==> src/rtl/subblk_fill_sched.sv <==
module subblk_fill_sched #(
  parameter int LINE_AW = 26,
  parameter int NSLOT   = 4,
  parameter int NSUB    = 4
) (
  input  logic                                   clk,
  input  logic                                   rst_n,
  input  logic                                   miss_valid,
  output logic                                   miss_ready,
  input  logic [LINE_AW-1:0]                     miss_line,
  input  logic [$clog2(NSUB)-1:0]                miss_crit,
  input  logic                                   sec_valid,
  input  logic [LINE_AW-1:0]                     sec_line,
  input  logic [$clog2(NSUB)-1:0]                sec_sub,
  output logic                                   dreq_valid,
  input  logic                                   dreq_ready,
  output logic [LINE_AW+$clog2(NSUB)-1:0]        dreq_addr,
  output logic [$clog2(NSLOT)+$clog2(NSUB)-1:0]  dreq_tag,
  input  logic                                   dresp_valid,
  input  logic [$clog2(NSLOT)+$clog2(NSUB)-1:0]  dresp_tag,
  input  logic [127:0]                           dresp_data,
  output logic                                   ret_valid,
  output logic [LINE_AW-1:0]                     ret_line,
  output logic [$clog2(NSUB)-1:0]                ret_sub,
  output logic [127:0]                           ret_data
);
  localparam int SUB_W  = $clog2(NSUB);
  localparam int SLOT_W = $clog2(NSLOT);
  localparam int TAG_W  = SLOT_W + SUB_W;

  logic [NSLOT-1:0]   vld_q;
  logic [LINE_AW-1:0] line_q  [NSLOT];
  logic [NSUB-1:0]    need_q  [NSLOT];
  logic [NSUB-1:0]    hi_q    [NSLOT];
  logic [NSUB-1:0]    wait_q  [NSLOT];
  logic [NSLOT-1:0]   older_q [NSLOT];   // older_q[i][j]: slot i allocated before slot j

  logic              rq_v;
  logic [SLOT_W-1:0] rq_slot;
  logic [SUB_W-1:0]  rq_sub;

  logic [SLOT_W-1:0] alloc_slot;
  logic              alloc;
  logic [NSLOT-1:0]  sec_hit;
  logic [NSLOT-1:0]  cand_hi, cand_lo, cand;
  logic              pick_v, pick_hi, load;
  logic [SLOT_W-1:0] pick_slot;
  logic [SUB_W-1:0]  pick_sub;
  logic [NSUB-1:0]   pick_mask;
  logic [SLOT_W-1:0] rsp_slot;
  logic [SUB_W-1:0]  rsp_sub;

  assign miss_ready = ~&vld_q;
  assign alloc      = miss_valid && miss_ready;
  assign load       = !rq_v || dreq_ready;
  assign rsp_slot   = dresp_tag[TAG_W-1:SUB_W];
  assign rsp_sub    = dresp_tag[SUB_W-1:0];

  assign dreq_valid = rq_v;
  assign dreq_tag   = {rq_slot, rq_sub};
  assign dreq_addr  = {line_q[rq_slot], rq_sub};

  always_comb begin
    alloc_slot = '0;
    for (int s = NSLOT-1; s >= 0; s--)
      if (!vld_q[s]) alloc_slot = SLOT_W'(s);
    for (int s = 0; s < NSLOT; s++)
      sec_hit[s] = vld_q[s] && (line_q[s] == sec_line);
  end

  always_comb begin
    for (int s = 0; s < NSLOT; s++) begin
      cand_hi[s] = vld_q[s] && |(need_q[s] & hi_q[s]);
      cand_lo[s] = vld_q[s] && |need_q[s];
    end
    pick_hi = |cand_hi;
    cand    = pick_hi ? cand_hi : cand_lo;
    pick_v  = |cand;
    pick_slot = '0;
    for (int s = 0; s < NSLOT; s++) begin
      logic blocked;
      blocked = 1'b0;
      for (int j = 0; j < NSLOT; j++)
        if (cand[j] && older_q[j][s]) blocked = 1'b1;
      if (cand[s] && !blocked) pick_slot = SLOT_W'(s);
    end
    pick_mask = pick_hi ? (need_q[pick_slot] & hi_q[pick_slot]) : need_q[pick_slot];
    pick_sub  = '0;
    for (int b = NSUB-1; b >= 0; b--)
      if (pick_mask[b]) pick_sub = SUB_W'(b);
  end

  always_ff @(posedge clk) begin
    if (!rst_n) begin
      vld_q     <= '0;
      rq_v      <= 1'b0;
      rq_slot   <= '0;
      rq_sub    <= '0;
      ret_valid <= 1'b0;
      ret_line  <= '0;
      ret_sub   <= '0;
      ret_data  <= '0;
      for (int s = 0; s < NSLOT; s++) begin
        line_q[s]  <= '0;
        need_q[s]  <= '0;
        hi_q[s]    <= '0;
        wait_q[s]  <= '0;
        older_q[s] <= '0;
      end
    end else begin
      ret_valid <= dresp_valid;
      if (dresp_valid) begin
        ret_line <= line_q[rsp_slot];
        ret_sub  <= rsp_sub;
        ret_data <= dresp_data;
        wait_q[rsp_slot][rsp_sub] <= 1'b0;
      end
      if (load) begin
        rq_v <= pick_v;
        if (pick_v) begin
          rq_slot <= pick_slot;
          rq_sub  <= pick_sub;
          need_q[pick_slot][pick_sub] <= 1'b0;
          wait_q[pick_slot][pick_sub] <= 1'b1;
        end
      end
      for (int s = 0; s < NSLOT; s++) begin
        if (sec_valid && sec_hit[s] && need_q[s][sec_sub]) hi_q[s][sec_sub] <= 1'b1;
        if (vld_q[s] && need_q[s] == '0 && wait_q[s] == '0) vld_q[s] <= 1'b0;
      end
      if (alloc) begin
        vld_q[alloc_slot]  <= 1'b1;
        line_q[alloc_slot] <= miss_line;
        need_q[alloc_slot] <= '1;
        hi_q[alloc_slot]   <= NSUB'(1) << miss_crit;
        wait_q[alloc_slot] <= '0;
        for (int j = 0; j < NSLOT; j++) older_q[j][alloc_slot] <= vld_q[j];
        older_q[alloc_slot] <= '0;
      end
    end
  end

  AST_REQ_HOLD: assert property (@(posedge clk) disable iff (!rst_n)
    dreq_valid && !dreq_ready |=> dreq_valid && $stable(dreq_tag) && $stable(dreq_addr));

  AST_RSP_LIVE: assert property (@(posedge clk) disable iff (!rst_n)
    dresp_valid |-> wait_q[rsp_slot][rsp_sub]);

  AST_RET_NEXT: assert property (@(posedge clk) disable iff (!rst_n)
    dresp_valid |=> ret_valid && ret_sub == $past(rsp_sub));

  AST_NO_ALLOC_FULL: assert property (@(posedge clk) disable iff (!rst_n)
    &vld_q |=> (vld_q & ~$past(vld_q)) == '0);

  AST_ONE_HIGH_NEW: assert property (@(posedge clk) disable iff (!rst_n)
    alloc |=> $countones(hi_q[$past(alloc_slot)]) == 1);

  for (genvar g = 0; g < NSLOT; g++) begin : g_free_chk
    AST_FREE_DONE: assert property (@(posedge clk) disable iff (!rst_n)
      $fell(vld_q[g]) |-> $past(need_q[g] == '0 && wait_q[g] == '0));
  end
endmodule

==> config.mk <==
export PLATFORM = sky130hd
export DESIGN_NAME = subblk_fill_sched
export DESIGN_NICKNAME = d
export VERILOG_FILES = /design/src/rtl/subblk_fill_sched.sv
export SDC_FILE = /design/constraint.sdc
export NUM_CORES = 1
export LEC_CHECK = 0
export BUFFER_PORTS_ARGS = -buffer_cell sky130_fd_sc_hd__buf_2
export CAP_MARGIN = 20
export CORE_UTILIZATION = 40
export CTS_CLUSTER_DIAMETER = 200
export CTS_CLUSTER_SIZE = 14
export DETAILED_ROUTE_END_ITERATION = 7
export PLACE_DENSITY_LB_ADDON = 0.15
export RECOVER_POWER = 50
export REMOVE_ABC_BUFFERS = 1
export SYNTH_ARGS = -nofsm -noshare
export SYNTH_HDL_FRONTEND = slang
export SYNTH_SLANG_ARGS = --single-unit
==> constraint.sdc <==
create_clock -name clk -period 3.3 [get_ports clk]
set_input_delay 0.66 -clock clk [delete_from_list [all_inputs] [get_ports clk]]
set_output_delay 0.66 -clock clk [all_outputs]
set_load 0.03 [all_outputs]
==> results.rst, run 1 <==
.. list-table::
   :header-rows: 1

   * - Metric
     - Value
   * - Static leakage power
     - 8.15 nW
   * - Met3 routed wirelength
     - 3560 um
   * - Kind of path behind the tightest hold check
     - in2reg
   * - Setup skew after layout
     - ~0.036 ns
   * - Arrival time of the worst setup path
     - between 3 and 4 ns
   * - Maximum number of pins on one net before global-route repair
     - between 80 and 90
   * - Worst-case headroom to the max-slew limit
     - -0.197
   * - Design area
     - 0.0197 sq mm
   * - Fin. max-slew vios
     - just under 50
   * - Nets
     - 2003
   * - Metal-1 WL
     - 23600 um
   * - Cell count of the worst reg-to-reg path
     - 12
   * - Overall fraction of global-route tracks in use
     - 0.262
   * - Core Area
     - between 0.03 and 0.04 sq mm
   * - Worst Max-Slew Pin Slew
     - 1.80 ns
   * - CTS sink count
     - roughly 330
   * - Aggregate negative setup slack
     - 0 ns
   * - Cell area after synthesis
     - 0.0157 sq mm
   * - Async set-or-reset flop fraction in the synthesized netlist
     - 0
   * - Count of buffers from port buffering
     - approximately 380
   * - Worst reg2reg setup slack
     - 0.05 ns
   * - Final critical-path required period
     - 3.25 ns
   * - MaxCap Viol Count
     - 2
   * - Post-synthesis to final-layout area growth
     - 25.2%
   * - Critical Path End
     - wait_q[1][0]
   * - Clock root cell
     - clkbuf_16
   * - Cell variety after synth
     - 73
   * - Clock latency reported for the late side of the worst-skew pair
     - 0.60 ns
   * - Die Height
     - 200 um
   * - Clock Path Buffers
     - 3
   * - Post-synthesis sequential element count
     - ~330
   * - Number of antenna violations at the first check in global routing
     - 6
   * - DR pass1 iterations
     - 5
   * - Count of H-tree levels built during CTS
     - 1
   * - Post-route antenna net violation count
     - 0
   * - Final Hold Fails
     - 0
   * - Fraction of the yosys area taken by sequential cells
     - 0.492
   * - Average wire per standard cell
     - 23.0 um
   * - Start of the worst register-to-register path
     - need_q[3][2]
   * - Category of the worst setup path launch point
     - register
   * - Full die area
     - between 0.04 and 0.05 sq mm
   * - Main synth FF type
     - dfxtp_1
   * - EDFF count, synth
     - 108
   * - Via count of the first global-routing pass
     - 12.0k
   * - DR DRC count
     - 0
   * - Row Count
     - 72
   * - FMAX
     - 307 MHz
   * - First-pass GRT wire length
     - 79000 um
   * - Number of warnings issued by yosys
     - 0
   * - Highest Signal Layer
     - met5
   * - Initial core utilization
     - 0.406
   * - Cell area after placement
     - 0.0188 sq mm
   * - Count of routing violations after the opening detailed-route iteration
     - 1003
   * - Top-level port count
     - 385
   * - Wire length reported by the detailed router
     - between 50000 and 60000 um
   * - Number of vias per cell after detailed routing
     - approximately 5.3
   * - Capturing point of the worst reg2reg path
     - wait_q[1][0]
   * - Portion of the clock cycle consumed by the worst path in the final layout
     - 0.986
   * - Cts bufs inserted
     - 27
   * - Core utilization of the finished layout
     - 0.508
   * - Start point of the critical path
     - need_q[3][2]
   * - Crit. End Element
     - register
   * - GR Overflow Total
     - 0
   * - Final number of setup-violating endpoints
     - 0
   * - Data required time at the worst endpoint
     - 3.76 ns
   * - DP Wirelength
     - 40500 um
   * - Largest fanout on the critical path
     - 4
   * - Result of the run
     - complete, but fails checks
   * - Filler instances
     - 3675
   * - Wire length on met2
     - 25300 um
   * - Start-to-end type of the worst setup path
     - reg2reg
   * - Mean post-synth cell area
     - 11.4 sq um
   * - CTS Hold Bufs
     - 0
   * - Worst supply voltage drop on vdd
     - 0.356 mV
   * - Power per unit of standard cell area
     - 479 mW/mm^2
   * - Clock slew at the register clock pins of the worst setup and hold paths
     - 0.07 ns
   * - RSZ-0062 raised after global routing
     - true
   * - Failing checks
     - max-capacitance violations, max-slew violations
   * - Number of instances in the synthesized netlist
     - 1379
   * - Overall power of the completed layout
     - approximately 9.4 mW
   * - CTS tree
     - done
   * - Horizontal die dimension
     - 200 um
   * - Share of final-layout standard cells stronger than drive strength 1
     - 0.297
   * - Via count
     - 12.4k
   * - Weighted congestion at the end of routability-driven global placement
     - about 0.90
[cell usage in the layout (no fill, tap or decap), drive strengths merged, types with 18 or more instances in the layout]
| master | netlist | layout |
|---|---|---|
| nand2 | 52 | 52 |
| dfxtp | 224 | 224 |
| nand4 | 30 | 30 |
| nor4 | 18 | 18 |
| nor2 | 32 | 32 |
| edfxtp | 108 | 108 |
| nor2b | 163 | 163 |
| o21ai | 47 | 47 |
| xor2 | 28 | 28 |
| mux2i | 157 | 157 |
| mux4 | 56 | 56 |
| clkbuf | 78 | 151 |
| nand3 | 19 | 19 |
| xnor2 | 76 | 76 |
| buf | 22 | 392 |
| and2 | 84 | 84 |
| a21oi | 33 | 33 |
| and3 | 30 | 30 |
[Yosys cell counts, types with 3 or more instances]
master,number,area [sq um]
a21boi_0,4,30.0
a21o_1,3,22.5
a21oi_1,31,155
a221o_1,3,30.0
a22o_1,8,70.1
a22oi_1,4,30.0
a31o_2,3,26.3
a31oi_1,6,37.5
a32o_1,4,40.0
and2_1,84,526
and3_1,30,188
buf_1,16,60.1
buf_2,3,15.0
clkbuf_1,78,293
dfxtp_1,224,4480
edfxtp_1,108,3240
inv_1,7,26.3
mux2i_1,157,1570
mux4_2,56,1260
nand2_1,51,191
nand2b_1,8,50.1
nand3_1,19,95.1
nand4_1,30,188
nor2_1,31,116
nor2b_1,162,1010
nor3_1,11,55.1
nor4_1,16,100
o2111ai_1,3,26.3
o211ai_1,4,30.0
o21a_1,7,52.6
o21ai_0,45,225
o311ai_0,3,26.3
or2_2,8,50.1
or4_1,3,22.5
xnor2_1,76,666
xor2_1,28,245
[where the power goes]
part | internal [mW] | switching, mW
sequential | 4.46 | 0.160
combinational | 0.668 | 1.03
clock | 1.57 | 1.54
total | 6.69 | 2.73
[state kept, by name, indices dropped and copies added, names as in the netlist, named ones only]
register / count
ret_data: 128
line_q: 104
ret_line: 26
hi_q: 16
need_q: 16
wait_q: 16
older_q: 12
vld_q: 4
ret_sub: 2
rq_slot: 2
rq_sub: 2
dreq_valid: 1
ret_valid: 1
[layer usage]
metal,up-vias,global-route usage
li1,5797,-
met1,5970,0.356
met2,509,0.429
met3,74,0.0483
met4,6,0.0676
met5,-,0
[repair_timing]
action                                 CTS  global route
endpoints found under the hold margin    0             0
gates resized for setup                  9            44
pin swaps                                0            11
setup buffers                            0             8
setup endpoints to repair               25            27
[worst min path at each step]
stage	startpoint	endpoint	slack (ns)	cells past startpoint
6_report	dresp_data[6]	ret_data[6]	0.33	3
3_5_place_dp	wait_q[1][3]	wait_q[1][3]	0.45	1
2_1_floorplan	older_q[2][2]	older_q[2][2]	0.42	2
3_3_place_gp	older_q[2][2]	older_q[2][2]	0.44	2
5_1_grt	dresp_data[72]	ret_data[72]	0.32	3
4_1_cts	dresp_data[72]	ret_data[72]	0.31	3
[worst max-delay path, cell delays in order, from the launching register on]
cell and delay [ns]:
dfxtp_4 0.36, or4_4 0.57, nand2_4 0.12, nor4_4 0.05, a221o_1 0.42, buf_6 0.14, or2_4 0.25, a311o_1 0.40
a32oi_4 0.21, or3_4 0.17, a21oi_4 0.06, buf_4 0.15, a22o_1 0.20
[cell families (layout without fill, tap and decap cells)]
| group | after synthesis | after routing | synth area share |
|---|---|---|---|
| xor gates and xnor gates | 104 | 104 | 0.0579 |
| other | 0 | 2 | 0 |
| AOI/OAI and AO/OA | 155 | 155 | 0.0696 |
| muxes | 214 | 214 | 0.181 |
| DFF | 332 | 332 | 0.492 |
| buffers and inverters | 107 | 551 | 0.0267 |
| and+or+nand+nor | 467 | 467 | 0.173 |
[through the flow]
stage	hold WS, ns	cells	worst slack [ns]
global route	0.323	2342	-0.0216
floorplan	0.416	1279	0.347
detailed placement	0.449	2291	-0.248
global placement	0.442	2291	-0.115
CTS	0.314	2334	0.0114
finish	0.332	2343	0.0458
[final cells by class]
| type | count | area (sq um) | area share |
|---|---|---|---|
| antenna | 2 | 5.00 | 0.000254 |
| multi-input combinational | 940 | 7760 | 0.394 |
| sequential | 332 | 7740 | 0.393 |
| clock buffer | 42 | 753 | 0.0383 |
| inverter | 7 | 26.3 | 0.00133 |
| clock inverter | 1 | 20.0 | 0.00102 |
| timing repair buffer | 501 | 2730 | 0.139 |
| tap | 518 | 648 | 0.0329 |
(Power assumes the default switching activity.)
==> run 2: changes to the inputs <==
--- a/config.mk
+++ b/config.mk
@@ -7,7 +7,7 @@
 export LEC_CHECK = 0
 export BUFFER_PORTS_ARGS = -buffer_cell sky130_fd_sc_hd__buf_2
 export CAP_MARGIN = 20
-export CORE_UTILIZATION = 40
+export CORE_UTILIZATION = 54
 export CTS_CLUSTER_DIAMETER = 200
 export CTS_CLUSTER_SIZE = 14
 export DETAILED_ROUTE_END_ITERATION = 7
==> run 2 against run 1 <==
  * Clock power shrank 2%
  * Count of clock-buffer cells in the layout shrank 1
  * Critical path depth is the same
  * Design area shrank 2.7%
  * Global-route usage grew 6.0 points
  * Utilization grew 16 points
  * Clock skew shrank 0.017 ns
  * The run still ends with max-capacitance violations, max-slew violations left
==> results.rst, run 2 (synthesized netlist as in run 1, its figures left out) <==
.. list-table::
   :header-rows: 1

   * - Metric
     - Value
   * - Category of the worst setup path launch point
     - register
   * - MaxCap Viol Count
     - 2
   * - Horizontal die dimension
     - 173 um
   * - Worst hold path cell count
     - 3
   * - Failing checks
     - max-capacitance violations, max-slew violations
   * - GR Overflow Total
     - 0
   * - Full die area
     - 0.0298 sq mm
   * - Worst slack after detailed placement
     - -0.0997 ns
   * - DR pass1 iterations
     - 7
   * - Start-to-end type of the worst setup path
     - reg2reg
   * - Count of placed standard cells in the final layout, fillers left out
     - 2182
   * - Top-level port count
     - 385
   * - Row Count
     - between 60 and 70
   * - Initial core utilization
     - 0.548
   * - Core Area
     - 0.0287 sq mm
   * - Sw Pwr
     - 2.63 mW
   * - Aggregate negative setup slack
     - 0 ns
   * - Relative contribution of combinational cells to total power
     - 0.178
   * - Setup skew after layout
     - roughly 0.019 ns
   * - Static leakage power
     - 7.89 nW
   * - RSZ-0062 raised after global routing
     - false
   * - Kind of path behind the tightest hold check
     - in2reg
   * - Final critical-path required period
     - 3.20 ns
   * - Cell count of the worst reg-to-reg path
     - 12
   * - Power per unit of standard cell area
     - approximately 500 mW/mm^2
   * - Most flop-heavy register
     - ret_data
   * - Post-route antenna net violation count
     - 0
   * - Via count
     - 12.3k
   * - DP Wirelength
     - 36400 um
   * - Clock latency reported for the late side of the worst-skew pair
     - 0.56 ns
   * - Overall power of the completed layout
     - just over 9 mW
   * - CTS tree
     - done
   * - CTS sink count
     - 332
   * - Clock root cell
     - clkbuf_16
   * - Number of antenna violations at the first check in global routing
     - 10
   * - Largest fanout on the critical path
     - 6
   * - Number of flip-flops in the largest register
     - 128
   * - Commonest non-fill, non-tap cells in the layout
     - buf_2, dfxtp_1, nor2b_1
   * - Part of the total power dissipated in the clock network
     - 0.326
   * - Result of the run
     - complete, but fails checks
   * - Number of buffers added for setup after CTS
     - 0
   * - Wire length reported by the detailed router
     - 49300 um
   * - Worst Hold Endpoint
     - ret_data[28]
   * - Overall fraction of global-route tracks in use
     - 0.323
   * - Via count of the first global-routing pass
     - between 10k and 15k
   * - Fin. max-slew vios
     - roughly 160
   * - DR DRC count
     - 0
   * - Nets
     - 1968
   * - Sequential cell fraction of total power
     - 0.496
   * - First-pass GRT wire length
     - between 70000 and 80000 um
   * - Count of buffers from port buffering
     - between 300 and 400
   * - Capturing point of the worst reg2reg path
     - wait_q[0][3]
   * - Maximum number of pins on one net before global-route repair
     - 129
   * - Registers with the highest flip-flop counts
     - ret_data (128), line_q (104), ret_line (26)
   * - Start of the worst register-to-register path
     - need_q[3][1]
   * - FMAX
     - 313 MHz
   * - Arrival time of the worst setup path
     - 3.64 ns
   * - Number of vias per cell after detailed routing
     - between 5 and 6
   * - Portion of the clock cycle consumed by the worst path in the final layout
     - 0.969
   * - Hold Crit Start
     - dresp_data[28]
   * - Weighted congestion at the end of routability-driven global placement
     - between 0.9 and 1
   * - Worst Max-Slew Pin Slew
     - 2.05 ns
   * - Cell-internal power
     - 6.69 mW
   * - Switching share of power
     - 0.282
   * - Final Hold Fails
     - 0
   * - Final number of setup-violating endpoints
     - 0
   * - Final WS setup
     - 0.101 ns
   * - Average wire per standard cell
     - ~23 um
   * - Cts bufs inserted
     - 27
   * - Data required time at the worst endpoint
     - 3.74 ns
   * - Clock Path Buffers
     - 3
   * - Post-synthesis to final-layout area growth
     - 21.8%
   * - Number of placed instances with taps included
     - ~2.1k
   * - Crit. End Element
     - register
   * - Clock slew at the register clock pins of the worst setup and hold paths
     - 0.07 ns
   * - Worst supply voltage drop on vdd
     - ~0.42 mV
   * - Most common cell after layout, fill and taps aside
     - buf_2
   * - Count of H-tree levels built during CTS
     - 1
   * - Worst reg2reg setup slack
     - 0.10 ns
   * - Count of routing violations after the opening detailed-route iteration
     - slightly above 1k
   * - Die Height
     - 173 um
   * - Worst-case headroom to the max-slew limit
     - -0.367
   * - Share of final-layout standard cells stronger than drive strength 1
     - 0.273
==> run 2: per-stage QoR <==
| step | hold WS, ns | utilization | area (sq um) |
|---|---|---|---|
| floorplan | 0.416 | - | 15300 |
| global placement | 0.440 | 0.643 | 18500 |
| detailed placement | 0.456 | 0.643 | 18500 |
| CTS | 0.353 | 0.671 | 19200 |
| global route | 0.370 | 0.667 | 19100 |
| finish | 0.361 | 0.667 | 19100 |
==> run 2: critical path, cell delays in order (launching register included) <==
cell and delay, ns:
dfxtp_1 0.34, buf_4 0.14, or4_4 0.48, nand2_2 0.15
nor4_2 0.08, a221o_2 0.46, or2_4 0.27, a311o_1 0.30
a32oi_4 0.25, nand2b_4 0.20, nor2b_2 0.05, buf_4 0.15
a32o_1 0.20
==> run 2: worst max-delay path by stage <==
stage / start / end / cells after the start
5_1_grt: hi_q[3][0] / need_q[0][0] / 14
2_1_floorplan: hi_q[1][2] / need_q[3][0] / 10
6_report: need_q[3][1] / wait_q[0][3] / 12
4_1_cts: need_q[2][3] / wait_q[1][0] / 12
3_5_place_dp: need_q[1][1] / need_q[1][2] / 13
3_3_place_gp: need_q[1][1] / need_q[0][2] / 13
==> run 2: area by class of cell <==
class,count,area (sq um)
Multi-Input combinational cell,940,7650
Inverter,7,26.3
Clock inverter,2,38.8
Timing Repair Buffer,466,2460
Tap cell,384,480
Clock buffer,41,728
Fill cell,2359,9560
Sequential cell,332,7730
Antenna cell,10,25.0
==> run 2: routing by layer <==
layer / vias up / GRT usage / wire length [um]
li1: 5739 / - / -
met1: 5892 / 0.409 / 19400
met2: 592 / 0.528 / 23200
met3: 113 / 0.0765 / 4570
met4: 0 / 0.138 / 2210
met5: - / 0 / 0
==> run 2: what timing repair did <==
action | 4_1_cts | 5_1_grt
pin swaps | 2 | 2
endpoints found under the setup margin | 5 | 21
gates resized for setup | 4 | 15
hold buffers | 0 | 0
==> run 2: power by group through the flow <==
stage | Clock (mW) | Combinational (mW) | Sequential (mW)
final | 3.04 | 1.66 | 4.61
after global routing | 3.22 | 1.75 | 4.64
after CTS | 3.07 | 1.67 | 4.61
after detailed placement | 0 | 1.66 | 4.70
after global placement | 0 | 1.65 | 4.69
after floorplan | 0 | 0.679 | 4.92
==> run 3: changes to the inputs <==
--- a/config.mk
+++ b/config.mk
@@ -11,9 +11,10 @@
 export CTS_CLUSTER_DIAMETER = 200
 export CTS_CLUSTER_SIZE = 14
 export DETAILED_ROUTE_END_ITERATION = 7
-export PLACE_DENSITY_LB_ADDON = 0.15
+export PLACE_DENSITY = 0.84
 export RECOVER_POWER = 50
 export REMOVE_ABC_BUFFERS = 1
+export SETUP_SLACK_MARGIN = 0.2
 export SYNTH_ARGS = -nofsm -noshare
 export SYNTH_HDL_FRONTEND = slang
 export SYNTH_SLANG_ARGS = --single-unit
==> run 3 against run 2 <==
  * The flow still finishes with violations (max-capacitance violations, max-slew violations)
  * Utilization up 1.5 points
  * Total power up 0.55%
  * Design area up 2.3%
  * Critical path type unchanged
  * Critical endpoint is now wait_q[1][3]
  * Largest cell class is now multi-input gates
  * Largest power group unchanged
==> results.rst, run 3 (synthesized netlist as in run 1, its figures left out) <==
.. list-table::
   :header-rows: 1

   * - Metric
     - Value
   * - Top-level port count
     - approximately 390
   * - Full die area
     - approximately 0.03 sq mm
   * - Row Count
     - 62
   * - Start-to-end type of the worst setup path
     - reg2reg
   * - CTS Hold Bufs
     - 0
   * - Largest fanout on the critical path
     - 6
   * - Static leakage power
     - 7.94 nW
   * - DR pass1 iterations
     - 5
   * - Average wire per standard cell
     - between 20 and 25 um
   * - Most common cell after layout, fill and taps aside
     - buf_2
   * - Worst slack on hold paths
     - between 0.3 and 0.4 ns
   * - Nets
     - slightly above 2k
   * - Weighted congestion at the end of routability-driven global placement
     - 0.928
   * - Number of flip-flops in the largest register
     - 128
   * - Most flop-heavy register
     - ret_data
   * - Initial core utilization
     - 0.548
   * - Count of routing violations after the opening detailed-route iteration
     - 1157
   * - CTS sink count
     - 332
   * - Overall power of the completed layout
     - 9.36 mW
   * - Final number of setup-violating endpoints
     - 0
   * - Arrival time of the worst setup path
     - 3.60 ns
   * - Portion of the clock cycle consumed by the worst path in the final layout
     - 0.956
   * - FMAX
     - 317 MHz
   * - Post-route antenna net violation count
     - 0
   * - Setup skew after layout
     - approximately 0.021 ns
   * - Core Area
     - 0.0287 sq mm
   * - Clock Path Buffers
     - 3
   * - Wire length reported by the detailed router
     - 51300 um
   * - Count of buffers from port buffering
     - 384
   * - Via count
     - 12.9k
   * - CTS tree
     - done
   * - Data required time at the worst endpoint
     - 3.74 ns
   * - Power per unit of standard cell area
     - 478 mW/mm^2
   * - Clock root cell
     - clkbuf_16
   * - Commonest non-fill, non-tap cells in the layout
     - buf_2, dfxtp_1, clkbuf_1
   * - Maximum number of pins on one net before global-route repair
     - 85
   * - Registers with the highest flip-flop counts
     - ret_data (128), line_q (104), ret_line (26)
   * - Count of placed standard cells in the final layout, fillers left out
     - approximately 2.2k
   * - Final Hold Fails
     - 0
   * - Horizontal die dimension
     - approximately 170 um
   * - Category of the worst setup path launch point
     - register
   * - Worst-case headroom to the max-slew limit
     - -0.0320
   * - Final critical-path required period
     - 3.16 ns
   * - Worst supply voltage drop on vdd
     - between 0.4 and 0.5 mV
   * - Number of vias per cell after detailed routing
     - a little under 6
   * - Design area
     - 0.0196 sq mm
   * - Result of the run
     - complete, but fails checks
   * - DR DRC count
     - 0
   * - Clock slew at the register clock pins of the worst setup and hold paths
     - 0.08 ns
   * - Share of final-layout standard cells stronger than drive strength 1
     - 0.279
   * - Number of placed instances with taps included
     - 2152
   * - First-pass GRT wire length
     - 77100 um
   * - Fin. max-slew vios
     - 63
   * - Post-synthesis to final-layout area growth
     - 24.6%
   * - Kind of path behind the tightest hold check
     - in2reg
   * - Cts bufs inserted
     - 27
   * - DP Wirelength
     - 37600 um
   * - GR Overflow Total
     - 0
   * - Via count of the first global-routing pass
     - 12.7k
   * - Count of H-tree levels built during CTS
     - 1
   * - Worst Max-Slew Pin Slew
     - 1.55 ns
   * - Cell area after placement
     - 0.0186 sq mm
   * - Die Height
     - approximately 170 um
   * - RSZ-0062 raised after global routing
     - true
   * - Crit. End Element
     - register
   * - Overall fraction of global-route tracks in use
     - 0.337
   * - Failing checks
     - max-capacitance violations, max-slew violations
   * - MaxCap Viol Count
     - 2
   * - Number of antenna violations at the first check in global routing
     - 5
   * - Clock latency reported for the late side of the worst-skew pair
     - about 0.56 ns
==> run 3: path summary, 6_finish.rpt <==
check	from	endpoint	slack [ns]	depth (start not counted)
worst min-delay path	dresp_data[0]	ret_data[0]	0.36	3
worst max-delay path	hi_q[3][0]	wait_q[1][3]	0.14	12
worst min register to register	older_q[2][2]	older_q[2][2]	0.47	2
worst max register to register	hi_q[3][0]	wait_q[1][3]	0.14	12
==> run 3: area by class of cell <==
type / instances / area [sq um]
Fill cell: 2314 / 9110
Multi-Input combinational cell: 940 / 7810
Sequential cell: 332 / 7740
Timing Repair Buffer: 509 / 2760
Clock buffer: 41 / 749
Tap cell: 384 / 480
Inverter: 7 / 26.3
Antenna cell: 4 / 10.0
Clock inverter: 1 / 8.76
==> run 3: per-layer routing <==
layer  track usage  share of wire  wire length (um)
met1         0.436           0.39             20100
met2         0.566           0.48             24400
met3        0.0583          0.089              4550
met4         0.129          0.044              2270
met5             0        0.00025                13
==> run 3: power breakdown <==
group	switching, mW	internal, mW
sequential	0.166	4.46
combinational	1.05	0.666
clock	1.47	1.55
==> run 3: what timing repair did <==
action / CTS / global route
pin swaps: 11 / 16
setup endpoints to repair: 32 / 32
gates resized for setup: 31 / 45
buffers inserted: 9 / 11
==> run 3: per-stage QoR <==
stage	util	worst slack [ns]	TNS, ns
2_1_floorplan	-	0.347	0
3_3_place_gp	0.648	-0.0441	-0.324
3_5_place_dp	0.648	-0.107	-1.07
4_1_cts	0.681	0.189	0
5_1_grt	0.682	0.0363	0
6_report	0.682	0.144	0
==> run 3: worst max-delay path: stages (launching register included) <==
cell and delay, ns:
edfxtp_1 0.40, a22o_1 0.28, buf_6 0.14, o211ai_1 0.21, o2111ai_1 0.16, a221o_1 0.36, or2_4 0.27, a311o_1 0.36
a32oi_4 0.25, nand2b_4 0.23, nor2b_4 0.06, buf_6 0.13, a22o_1 0.20
